--- src/rtl/refclk_seq_pkg.sv ---
package refclk_seq_pkg;

  localparam int DATA_W = 32;

  // Register offsets
  localparam logic [31:0] PHY_STAT_OFS = 32'h0000_0028;
  localparam logic [31:0] LANE_CFG_OFS = 32'h0008_4000;
  localparam logic [31:0] LANE_CTL_OFS = 32'h0008_4004;
  localparam logic [31:0] APPCLK_OFS   = 32'h0000_0800;
  localparam logic [31:0] PSTAT_OFS    = 32'h0000_0804;
  localparam logic [31:0] PREF_OFS     = 32'h0000_0810;
  localparam logic [31:0] PERST_OFS    = 32'h0000_0814;

  // Bit masks
  localparam logic [31:0] PHY_REFCLK_M = 32'h0000_0010;
  localparam logic [31:0] WIN_M        = 32'h0000_8000;
  localparam logic [31:0] REQ0_M       = 32'h0000_0001;
  localparam logic [31:0] CLK1_M       = 32'h0000_0002;
  localparam logic [31:0] ACK0_M       = 32'h0000_0004;
  localparam logic [31:0] CLKEN_M      = 32'h0000_0600;
  localparam logic [31:0] APPCLK_EN_M  = 32'h0000_0001;
  localparam logic [31:0] PREADY_M     = 32'h0000_0001;
  localparam logic [31:0] PREF_EN_M    = 32'h0000_0001;
  localparam logic [31:0] PERST_OFF_M  = 32'h0000_0001;

  typedef enum logic [3:0] {
    STP_APPCLK     = 4'd0,
    STP_PHY_WAIT   = 4'd1,
    STP_WIN_OPEN   = 4'd2,
    STP_REQ0       = 4'd3,
    STP_ACK0_WAIT  = 4'd4,
    STP_CLK1_SET   = 4'd5,
    STP_CLK1_WAIT  = 4'd6,
    STP_WIN_CLOSE  = 4'd7,
    STP_CLK_EN     = 4'd8,
    STP_PORT_REF   = 4'd9,
    STP_PERST      = 4'd10,
    STP_READY_WAIT = 4'd11
  } step_e;

  typedef enum logic [1:0] {
    SQ_IDLE  = 2'd0,
    SQ_ISSUE = 2'd1,
    SQ_OP    = 2'd2,
    SQ_GAP   = 2'd3
  } seq_e;

  function automatic logic is_poll_step(input step_e s);
    return (s == STP_PHY_WAIT) || (s == STP_ACK0_WAIT) ||
           (s == STP_CLK1_WAIT) || (s == STP_READY_WAIT);
  endfunction

endpackage

--- src/rtl/refclk_rmw_engine.sv ---
module refclk_rmw_engine
  import refclk_seq_pkg::*;
#(
  parameter int ADDR_W = 32
) (
  input  logic              clk,
  input  logic              rst,
  input  logic              op_go,
  input  logic              op_rmw,
  input  logic [ADDR_W-1:0] op_addr,
  input  logic [DATA_W-1:0] op_set,
  input  logic [DATA_W-1:0] op_clr,
  output logic              op_done,
  output logic [DATA_W-1:0] op_rdata,
  output logic              bus_req,
  output logic              bus_we,
  output logic [ADDR_W-1:0] bus_addr,
  output logic [DATA_W-1:0] bus_wdata,
  input  logic              bus_ack,
  input  logic [DATA_W-1:0] bus_rdata
);

  typedef enum logic [1:0] {E_IDLE, E_RD, E_WR} eng_e;

  eng_e              est;
  logic              rmw_q;
  logic [DATA_W-1:0] set_q;
  logic [DATA_W-1:0] clr_q;

  always_ff @(posedge clk) begin
    if (rst) begin
      est       <= E_IDLE;
      rmw_q     <= 1'b0;
      set_q     <= '0;
      clr_q     <= '0;
      op_done   <= 1'b0;
      op_rdata  <= '0;
      bus_req   <= 1'b0;
      bus_we    <= 1'b0;
      bus_addr  <= '0;
      bus_wdata <= '0;
    end else begin
      op_done <= 1'b0;
      case (est)
        E_IDLE: begin
          if (op_go) begin
            rmw_q    <= op_rmw;
            set_q    <= op_set;
            clr_q    <= op_clr;
            bus_addr <= op_addr;
            bus_we   <= 1'b0;
            bus_req  <= 1'b1;
            est      <= E_RD;
          end
        end
        E_RD: begin
          if (bus_ack) begin
            op_rdata <= bus_rdata;
            if (rmw_q) begin
              bus_we    <= 1'b1;
              bus_wdata <= (bus_rdata | set_q) & ~clr_q;
              est       <= E_WR;
            end else begin
              bus_req <= 1'b0;
              op_done <= 1'b1;
              est     <= E_IDLE;
            end
          end
        end
        E_WR: begin
          if (bus_ack) begin
            bus_req <= 1'b0;
            bus_we  <= 1'b0;
            op_done <= 1'b1;
            est     <= E_IDLE;
          end
        end
        default: est <= E_IDLE;
      endcase
    end
  end

endmodule

--- src/rtl/refclk_tick_timer.sv ---
module refclk_tick_timer #(
  parameter int POLL_US = 100,
  parameter int LIM_W   = 18
) (
  input  logic             clk,
  input  logic             rst,
  input  logic             restart,
  input  logic             gap_arm,
  input  logic             us_tick,
  input  logic [LIM_W-1:0] limit,
  output logic             gap_over,
  output logic             expired
);

  localparam int GAP_W = $clog2(POLL_US + 1);

  logic [GAP_W-1:0] gap_cnt;
  logic [LIM_W-1:0] elapsed;

  always_ff @(posedge clk) begin
    if (rst || restart) begin
      elapsed <= '0;
      gap_cnt <= '0;
    end else begin
      if (us_tick && (elapsed != '1))
        elapsed <= elapsed + 1'b1;
      if (gap_arm)
        gap_cnt <= '0;
      else if (us_tick && (gap_cnt < GAP_W'(POLL_US)))
        gap_cnt <= gap_cnt + 1'b1;
    end
  end

  assign gap_over = (gap_cnt >= GAP_W'(POLL_US));
  assign expired  = (elapsed >= limit);

endmodule

--- src/rtl/refclk_bringup_seq.sv ---
module refclk_bringup_seq
  import refclk_seq_pkg::*;
#(
  parameter int                N_PORTS     = 4,
  parameter int                ADDR_W      = 32,
  parameter logic [ADDR_W-1:0] CORE_BASE   = '0,
  parameter logic [ADDR_W-1:0] PORT_BASE   = ADDR_W'(32'h0010_0000),
  parameter logic [ADDR_W-1:0] PORT_STRIDE = ADDR_W'(32'h0000_8000),
  parameter logic [ADDR_W-1:0] LANE_STRIDE = ADDR_W'(32'h0000_4000),
  parameter int                POLL_US     = 100,
  parameter int                REF_TMO_US  = 50000,
  parameter int                RDY_TMO_US  = 250000,
  localparam int               PORT_W      = (N_PORTS > 1) ? $clog2(N_PORTS) : 1
) (
  input  logic              clk,
  input  logic              rst,
  input  logic              start,
  input  logic [PORT_W-1:0] port_sel,
  input  logic              perst_release,
  input  logic              us_tick,
  output logic              bus_req,
  output logic              bus_we,
  output logic [ADDR_W-1:0] bus_addr,
  output logic [31:0]       bus_wdata,
  input  logic              bus_ack,
  input  logic [31:0]       bus_rdata,
  output logic              busy,
  output logic              done,
  output logic              error,
  output logic [3:0]        err_step
);

  localparam int TMO_MAX = (REF_TMO_US > RDY_TMO_US) ? REF_TMO_US : RDY_TMO_US;
  localparam int LIM_W   = $clog2(TMO_MAX + 1);

  seq_e              st;
  step_e             step;
  logic [PORT_W-1:0] port_q;
  logic              perst_q;

  // Step descriptor
  logic [ADDR_W-1:0] lane_cfg_a, lane_ctl_a, port_a;
  logic [ADDR_W-1:0] d_addr;
  logic              d_rmw;
  logic [DATA_W-1:0] d_set, d_clr, d_chk;

  // Engine / timer links
  logic              op_go, op_done;
  logic [DATA_W-1:0] op_rdata;
  logic              gap_over, expired, tmr_restart, gap_arm;
  logic [LIM_W-1:0]  limit;

  // Step outcome
  logic              op_end, poll_ok, step_pass, last_step;
  step_e             nxt_step;

  assign lane_cfg_a = CORE_BASE + ADDR_W'(LANE_CFG_OFS) + ADDR_W'(port_q) * LANE_STRIDE;
  assign lane_ctl_a = CORE_BASE + ADDR_W'(LANE_CTL_OFS) + ADDR_W'(port_q) * LANE_STRIDE;
  assign port_a     = PORT_BASE + ADDR_W'(port_q) * PORT_STRIDE;

  always_comb begin
    d_addr = lane_cfg_a;
    d_rmw  = 1'b1;
    d_set  = '0;
    d_clr  = '0;
    d_chk  = '0;
    case (step)
      STP_APPCLK: begin
        d_addr = port_a + ADDR_W'(APPCLK_OFS);
        d_set  = APPCLK_EN_M;
      end
      STP_PHY_WAIT: begin
        d_addr = CORE_BASE + ADDR_W'(PHY_STAT_OFS);
        d_rmw  = 1'b0;
        d_chk  = PHY_REFCLK_M;
      end
      STP_WIN_OPEN: begin
        d_addr = lane_ctl_a;
        d_set  = WIN_M;
      end
      STP_REQ0:      d_set = REQ0_M;
      STP_ACK0_WAIT: begin
        d_rmw = 1'b0;
        d_chk = ACK0_M;
      end
      STP_CLK1_SET:  d_set = CLK1_M;
      STP_CLK1_WAIT: begin
        d_rmw = 1'b0;
        d_chk = CLK1_M;
      end
      STP_WIN_CLOSE: begin
        d_addr = lane_ctl_a;
        d_clr  = WIN_M;
      end
      STP_CLK_EN:    d_set = CLKEN_M;
      STP_PORT_REF: begin
        d_addr = port_a + ADDR_W'(PREF_OFS);
        d_set  = PREF_EN_M;
      end
      STP_PERST: begin
        d_addr = port_a + ADDR_W'(PERST_OFS);
        d_set  = PERST_OFF_M;
      end
      STP_READY_WAIT: begin
        d_addr = port_a + ADDR_W'(PSTAT_OFS);
        d_rmw  = 1'b0;
        d_chk  = PREADY_M;
      end
      default: ;
    endcase
  end

  assign op_go     = (st == SQ_ISSUE);
  assign op_end    = (st == SQ_OP) && op_done;
  assign poll_ok   = ((op_rdata & d_chk) == d_chk);
  assign step_pass = d_rmw || poll_ok;
  assign last_step = (step == STP_READY_WAIT) || ((step == STP_PORT_REF) && !perst_q);
  assign nxt_step  = step_e'(4'(step) + 4'd1);

  assign tmr_restart = op_end && step_pass && !last_step && is_poll_step(nxt_step);
  assign gap_arm     = op_end && !step_pass && !expired;
  assign limit       = (step == STP_READY_WAIT) ? LIM_W'(RDY_TMO_US) : LIM_W'(REF_TMO_US);

  refclk_rmw_engine #(.ADDR_W(ADDR_W)) u_eng (
    .clk       (clk),
    .rst       (rst),
    .op_go     (op_go),
    .op_rmw    (d_rmw),
    .op_addr   (d_addr),
    .op_set    (d_set),
    .op_clr    (d_clr),
    .op_done   (op_done),
    .op_rdata  (op_rdata),
    .bus_req   (bus_req),
    .bus_we    (bus_we),
    .bus_addr  (bus_addr),
    .bus_wdata (bus_wdata),
    .bus_ack   (bus_ack),
    .bus_rdata (bus_rdata)
  );

  refclk_tick_timer #(.POLL_US(POLL_US), .LIM_W(LIM_W)) u_tmr (
    .clk      (clk),
    .rst      (rst),
    .restart  (tmr_restart),
    .gap_arm  (gap_arm),
    .us_tick  (us_tick),
    .limit    (limit),
    .gap_over (gap_over),
    .expired  (expired)
  );

  always_ff @(posedge clk) begin
    if (rst) begin
      st       <= SQ_IDLE;
      step     <= STP_APPCLK;
      port_q   <= '0;
      perst_q  <= 1'b0;
      busy     <= 1'b0;
      done     <= 1'b0;
      error    <= 1'b0;
      err_step <= '0;
    end else begin
      case (st)
        SQ_IDLE: begin
          if (start) begin
            port_q   <= port_sel;
            perst_q  <= perst_release;
            step     <= STP_APPCLK;
            busy     <= 1'b1;
            done     <= 1'b0;
            error    <= 1'b0;
            err_step <= '0;
            st       <= SQ_ISSUE;
          end
        end
        SQ_ISSUE: st <= SQ_OP;
        SQ_OP: begin
          if (op_done) begin
            if (step_pass) begin
              if (last_step) begin
                busy <= 1'b0;
                done <= 1'b1;
                st   <= SQ_IDLE;
              end else begin
                step <= nxt_step;
                st   <= SQ_ISSUE;
              end
            end else if (expired) begin
              busy     <= 1'b0;
              error    <= 1'b1;
              err_step <= 4'(step);
              st       <= SQ_IDLE;
            end else begin
              st <= SQ_GAP;
            end
          end
        end
        SQ_GAP: begin
          if (gap_over)
            st <= SQ_ISSUE;
        end
        default: st <= SQ_IDLE;
      endcase
    end
  end

endmodule

--- config.mk ---
export PLATFORM = sky130hd
export DESIGN_NAME = refclk_bringup_seq
export DESIGN_NICKNAME = d
export VERILOG_FILES = /design/src/rtl/refclk_seq_pkg.sv /design/src/rtl/refclk_rmw_engine.sv /design/src/rtl/refclk_tick_timer.sv /design/src/rtl/refclk_bringup_seq.sv
export SDC_FILE = /design/constraint.sdc
export NUM_CORES = 1
export LEC_CHECK = 0
export ABC_AREA = 1
export CORE_MARGIN = 2
export CORE_UTILIZATION = 50
export DETAILED_ROUTE_END_ITERATION = 6
export MAX_ROUTING_LAYER = met4
export PLACE_DENSITY = 0.79
export RECOVER_POWER = 100
export SYNTH_ARGS = -nofsm -noshare
export SYNTH_HDL_FRONTEND = slang
export SYNTH_SLANG_ARGS = --single-unit
--- constraint.sdc ---
create_clock -name clk -period 3.2 [get_ports clk]
set_clock_uncertainty 0.2 [all_clocks]
set_input_delay 0.48 -clock clk [delete_from_list [all_inputs] [get_ports clk]]
set_output_delay 0.48 -clock clk [all_outputs]
set_load 0.005 [all_outputs]
---- Word-level counts from Yosys, hierarchy flattened ----
Index checks and enable logic that the tools add are counted.
storage, ports and cells
  register bits ........................... 207
  bits in latches ......................... 0
  RAM bits ................................ 0
  memory bits (read-only) ................. 0
  output and inout port bits .............. 73
  word-level logic and storage cells ...... 169
  memories kept ........................... 0
operators by class
  add/sub/neg operators ................... 10
  $mul .................................... 0
  divide/modulo/power cells ............... 0
  magnitude comparators ................... 3
  equality and inequality tests ........... 37
  shift-type cells ........................ 0
  muxes and demuxes ....................... 55
  bitwise logic cells ..................... 4
  reductions and logical operators ........ 40
operators by type and width
  operator                                                          count
  23-bit case mux with 6 select lines                               1
  22-bit by 12-bit adder with 23-bit output, second input constant  4
  32-bit AND                                                        2
  16-bit case mux with 4 select lines                               1
  20-bit by 16-bit adder with 21-bit output, first input constant   2
  32-bit == test                                                    1
  32-bit NOT                                                        1
  32-bit bitwise OR                                                 1
  5-bit AND reduction                                               6
  4-bit 2-to-1 mux                                                  7
  4-bit by 3-bit == test with 1-bit output, second input constant   6
  1-bit 2-to-1 mux                                                  24
  21-bit by 17-bit adder with 22-bit output, first input constant   1
  2-bit inequality test, second input constant                      11
  4-bit == test, second input constant                              5
  5-bit case mux with 4 select lines                                1
  18-bit by 1-bit adder with 18-bit output, second input constant   1
  18-bit greater-or-equal comparator                                1
  18-bit 2-to-1 mux                                                 1
  2-bit 2-to-1 mux                                                  9
  18-bit inequality test, second input constant                     1
  16-bit 2-to-1 mux                                                 1
  4-bit case mux with 2 select lines                                2
  1-bit logical AND                                                 9
  24 further kinds                                                  50

---- Longest topological paths before layout ----
  depth in word-level cells ............... 10
  mapped depth ............................ 15
  gate-level depth less buffers ........... 15

---- Hierarchy ----
From an unflattened synthesis, not the netlist that was laid out.
second synthesis, totals
  cells, all modules ...................... 1,297
  area total of the unflattened synthesis .. 9,292.7 um^2
modules (own cells, without submodules)
  module              instances  cells an instance  area each (um^2)  seq. area each (um^2)
  refclk_rmw_engine   1          815                6,159.7           3,323.2
  refclk_tick_timer   1          305                1,921.8           500.5
  refclk_bringup_seq  1          177                1,211.2           320.3

---- Worst setup path before layout ----
No wires, ideal clock.
  path kind ............................... flip-flop to flip-flop
  from .................................... register step[0]
  to ...................................... register u_tmr.gap_cnt[0]
  library setup time ...................... 119 ps
  arrival time ............................ 1,916 ps
  data required time ...................... 2,881 ps
  setup slack ............................. 965 ps
  cell stages (with the launch flop) ...... 13
  buffers on the path ..................... 0
  clock period less this slack ............ 2,235 ps
  path through ............................ dfxtp_1 -> ha_1 -> nand3_4 -> inv_4 -> ha_1 -> a31oi_1 -> nand3_1 -> nand2_1 -> nand2_2 -> nor2_1 -> nand2_1 -> nand2_2 -> a21oi_1
on the way
  word-level cells in the longest chain between the ends .. 10
RTL lines
  element                                line                                                                            source
  start, declared                        refclk_bringup_seq.sv:37                                                        step_e step;
  start signal, assigned                 refclk_bringup_seq.sv:186                                                       step <= nxt_step;
  4-bit == test (tied with other cells)  refclk_bringup_seq.sv:67, refclk_bringup_seq.sv:117, refclk_bringup_seq.sv:122
  5-bit case mux with 4 select lines     refclk_bringup_seq.sv:67                                                        case (step)
  32-bit AND                             refclk_bringup_seq.sv:115                                                       assign poll_ok = ((op_rdata & d_chk) == d_chk);
  32-bit == test                         refclk_bringup_seq.sv:115
  1-bit logical OR                       refclk_bringup_seq.sv:116                                                       assign step_pass = d_rmw || poll_ok;
  1-bit logical AND (3 in series)        refclk_bringup_seq.sv:120                                                       assign tmr_restart = op_end && step_pass && !last_step && is_poll_step(nxt_step);
  1-bit logical OR                       refclk_tick_timer.sv:21                                                         if (rst || restart) begin
  2-bit OR reduction (no line) *         -
  end signal, assigned                   refclk_tick_timer.sv:30                                                         gap_cnt <= gap_cnt + 1'b1;
  end, declared                          refclk_tick_timer.sv:17                                                         logic [GAP_W-1:0] gap_cnt;
Mark *: on every way between the ends. The rest lies on a longest branch, timed or not.
A chain may end at the register's enable or synchronous reset.

---- Final worst setup path ----
  from .................................... register step[0]
  to ...................................... register err_step[3]
on the way
  word-level cells in the longest chain between the ends .. 7
RTL lines
  element                                                                     line                       source
  branches (longest 6 deep; another with 18-bit greater-or-equal comparator)  -
  5-bit AND reduction (no line) *                                             -
  end signal, assigned                                                        refclk_bringup_seq.sv:192  err_step <= 4'(step);
  end, declared                                                               refclk_bringup_seq.sv:30   output logic [3:0] err_step
Mark *: on every way between the ends.

==> flow_summary.ini <==
[placement]
dp_hpwl_mm = 8.171
routabilityCongestion = 0.9201
io_buffers = 90

[status]
status = completed

[job]
drv_cap = 0

[worst_setup_path]
path_class = flip-flop to flip-flop
crit_path_start_kind = flip-flop
reg2reg_to = err_step[3]$_SDFFE_PP0P_
cp.required_ps = 3290
r2r_slack_ps = 380
arrival_ps = 2910
critPathMaxFanout = 10
endpoint_kind = flip-flop
r2r_cells = 14
critical_path.startpoint = step[0]$_SDFFE_PP0P_
timing.rr.start = step[0]$_SDFFE_PP0P_

[clock_tree]
cts_sinks = 96
clockBufferDepth = 2
post_cts.repair.setup_buffers = 0
cts_tree = built
htree_num_levels = 3
postCtsHoldBufs = 0
clkTransAtPathRegs_ps = 90
cts-resized-gates = 0
insertion_delay_ps = 360
root_buffer = clkbuf_8
cts_buffers = 9

[finish]
regArea_um2 = 1922
drive_above_1_share = 0.04768
antenna_cells = 0
mostFrequentLayoutCells = 121 x nand2_1, 103 x nor2_1, 96 x dfxtp_1
nets = 791
n_fill_cell = 830
final_common_cell = nand2_1
syn2layout_area_growth_pct = 21.37
multi_input_area_um2 = 2312

[logic_synthesis]
synth.avg_cell_area_um2 = 7.331
synth_edf_count = 0
ys_async_sr_fraction = 0
syn-instance-count = 646
netlist_area_um2 = 4736
netlist_top_cells_area = dfxtp_1 41%, nand2_1 9.4%, nor2_1 8.1%, o21ai_0 6.4%, ha_1 5.5%
synth_top_area_cell = dfxtp_1
yosysWarnings = 0
synth_top_area_frac = 0.4058
synthDistinctLibCells = 43
ys_ff_latch = 96
ys.flop_type = dfxtp_1
ys_seq_area_frac = 0.4058

[timing]
setup_violations = 0
fin_crit_ps = 2819
max-slew-margin-rel = 0.1761
drv_slew = 0
tightest_slew_ps = 1236
fmax_ghz = 0.3547
post-route-period-util = 0.8810
tns_ps = 0
finalHoldViolations = 0
rsz0062_at_grt = no
holdWs_ps = 260.4

[worst_hold_path]
hold_end = done$_SDFFE_PP0P_
hold_start = done$_SDFFE_PP0P_
worstHoldPathType = flip-flop to flip-flop
holdPathStages = 2

[global_route]
grtUsageMet3 = 0.06211
grt_overflow_total = 0
antenna_found_initial = 0
grt_pass1_vias = 4313
grt_usage = 0.2360
grt_max_degree = 36
grt_util_met1 = 0.2779
grt_use_met2 = 0.4040
grt_pass1_wl_mm = 19.20
grt-busiest-layer = met2

[routing]
ant_nets = 0
num_vias = 4328
avgRoutedWirePerCell_um = 13.06
wirelength_mm = 11.03
firstDrtPassIters = 4
viasPerCell = 5.122
drtIter0Drc = 184
drc_errors = 0

[floorplanning]
die_w_um = 101.3
die_h_um = 101.3
core_um2 = 9196
initial_core_util = 0.5150
die_area_um2 = 10270
io_pins = 113
num_rows = 35

[power_and_ir_drop]
power_frac_clock = 0.284
swShare = 0.3188
p_leak_nw = 2.566
powerDensity_nw_per_um2 = 502.4
combPwrFrac = 0.231
power.switching_uw = 920.6
cell_internal_pwr_mw = 1.967
ir_drop_uv = 326.2
pwr-share-seq = 0.485
-- Yosys cell counts (4+ instances only) --
cell type	n
o21ai_1	4
a21oi_1	42
clkbuf_1	14
a31oi_1	5
a21oi_2	9
dfxtp_1	96
nand3_1	22
o21ai_0	61
nor3_1	8
buf_4	24
nand2_1	119
ha_1	21
nor2_1	102
inv_1	61
nand4_1	10
-- worst max path at each step --
stage / cells past startpoint / to / slack, ps
floorplan: 12 / u_tmr.gap_cnt[0]$_SDFFE_PP0P_ / 970
global placement: 6 / u_eng.bus_wdata[9]$_SDFFE_PP0P_ / 780
detailed placement: 6 / u_eng.bus_wdata[10]$_SDFFE_PP0P_ / 650
CTS: 14 / u_tmr.gap_cnt[4]$_SDFFE_PP0P_ / 630
global route: 14 / err_step[2]$_SDFFE_PP0P_ / 160
finish: 14 / err_step[3]$_SDFFE_PP0P_ / 380
-- per-layer routing --
metal / routed length, um / up-vias
met4: 69 / 0
met3: 664 / 8
li1: - / 2211
met1: 4937 / 1998
met5: 0 / -
met2: 5362 / 111
-- registers in the layout, summed over array words and instances (netlist names), 2 cells and up --
signal           flops
err_step             4
port_q               2
st                   2
step                 4
u_eng.bus_addr       8
u_eng.bus_wdata     32
u_eng.est            2
u_eng.op_rdata       4
u_eng.set_q          4
u_tmr.elapsed       18
u_tmr.gap_cnt        7
-- kinds of logic (layout without fill, tap and decap cells) --
| kind of cell | Yosys count | in the layout | share of synthesized area |
|---|---|---|---|
| buffers and inverters | 108 | 175 | 0.1088 |
| AOI/OAI and AO/OA | 131 | 131 | 0.1575 |
| DFF | 96 | 96 | 0.4058 |
| and+or+nand+nor | 283 | 283 | 0.2605 |
| other | 1 | 22 | 0.0007918 |
| xor gates and xnor gates | 6 | 6 | 0.01110 |
| adders and majority gates | 21 | 21 | 0.05548 |
-- worst max-delay path: stages, from the launching register on --
cell and delay, ps:
dfxtp_1 390, ha_1 320, nand3_4 180, clkinvlp_2 230, ha_1 360, nand2_1 60
nor2_1 160, nand3_1 90, nand3_1 70, nand2_1 60, nand2_1 140, nand3_4 130
nor2_4 140, nand2_1 70, a21oi_1 150
-- cell type report --
type | instances | share of cell area
Sequential cell | 96 | 0.3343
Clock buffer | 9 | 0.02155
Inverter | 67 | 0.04441
Multi-Input combinational cell | 463 | 0.4023
Clock inverter | 6 | 0.01328
Tap cell | 111 | 0.02416
Timing Repair Buffer | 93 | 0.1600
-- power by group through the flow --
stage | registers (mW) | logic, mW | clock network, mW
after floorplan | 1.41 | 0.463 | 0
after global placement | 1.42 | 0.684 | 0
after detailed placement | 1.43 | 0.700 | 0
after CTS | 1.41 | 0.705 | 0.836
after global routing | 1.42 | 0.771 | 0.881
final | 1.40 | 0.667 | 0.819
-- per-stage QoR --
step / worst slack (ps) / utilization / total power, mW / instance area (um2) / instances
after floorplan: 965.2 / - / 1.873 / 4815 / 667
after global placement: 782.6 / 0.6125 / 2.108 / 5633 / 830
after detailed placement: 653.6 / 0.6125 / 2.132 / 5633 / 830
after CTS: 633.5 / 0.6343 / 2.946 / 5833 / 845
after global routing: 156.9 / 0.6250 / 3.069 / 5748 / 845
final: 380.9 / 0.6250 / 2.888 / 5748 / 845
(Power assumes the default switching activity.)
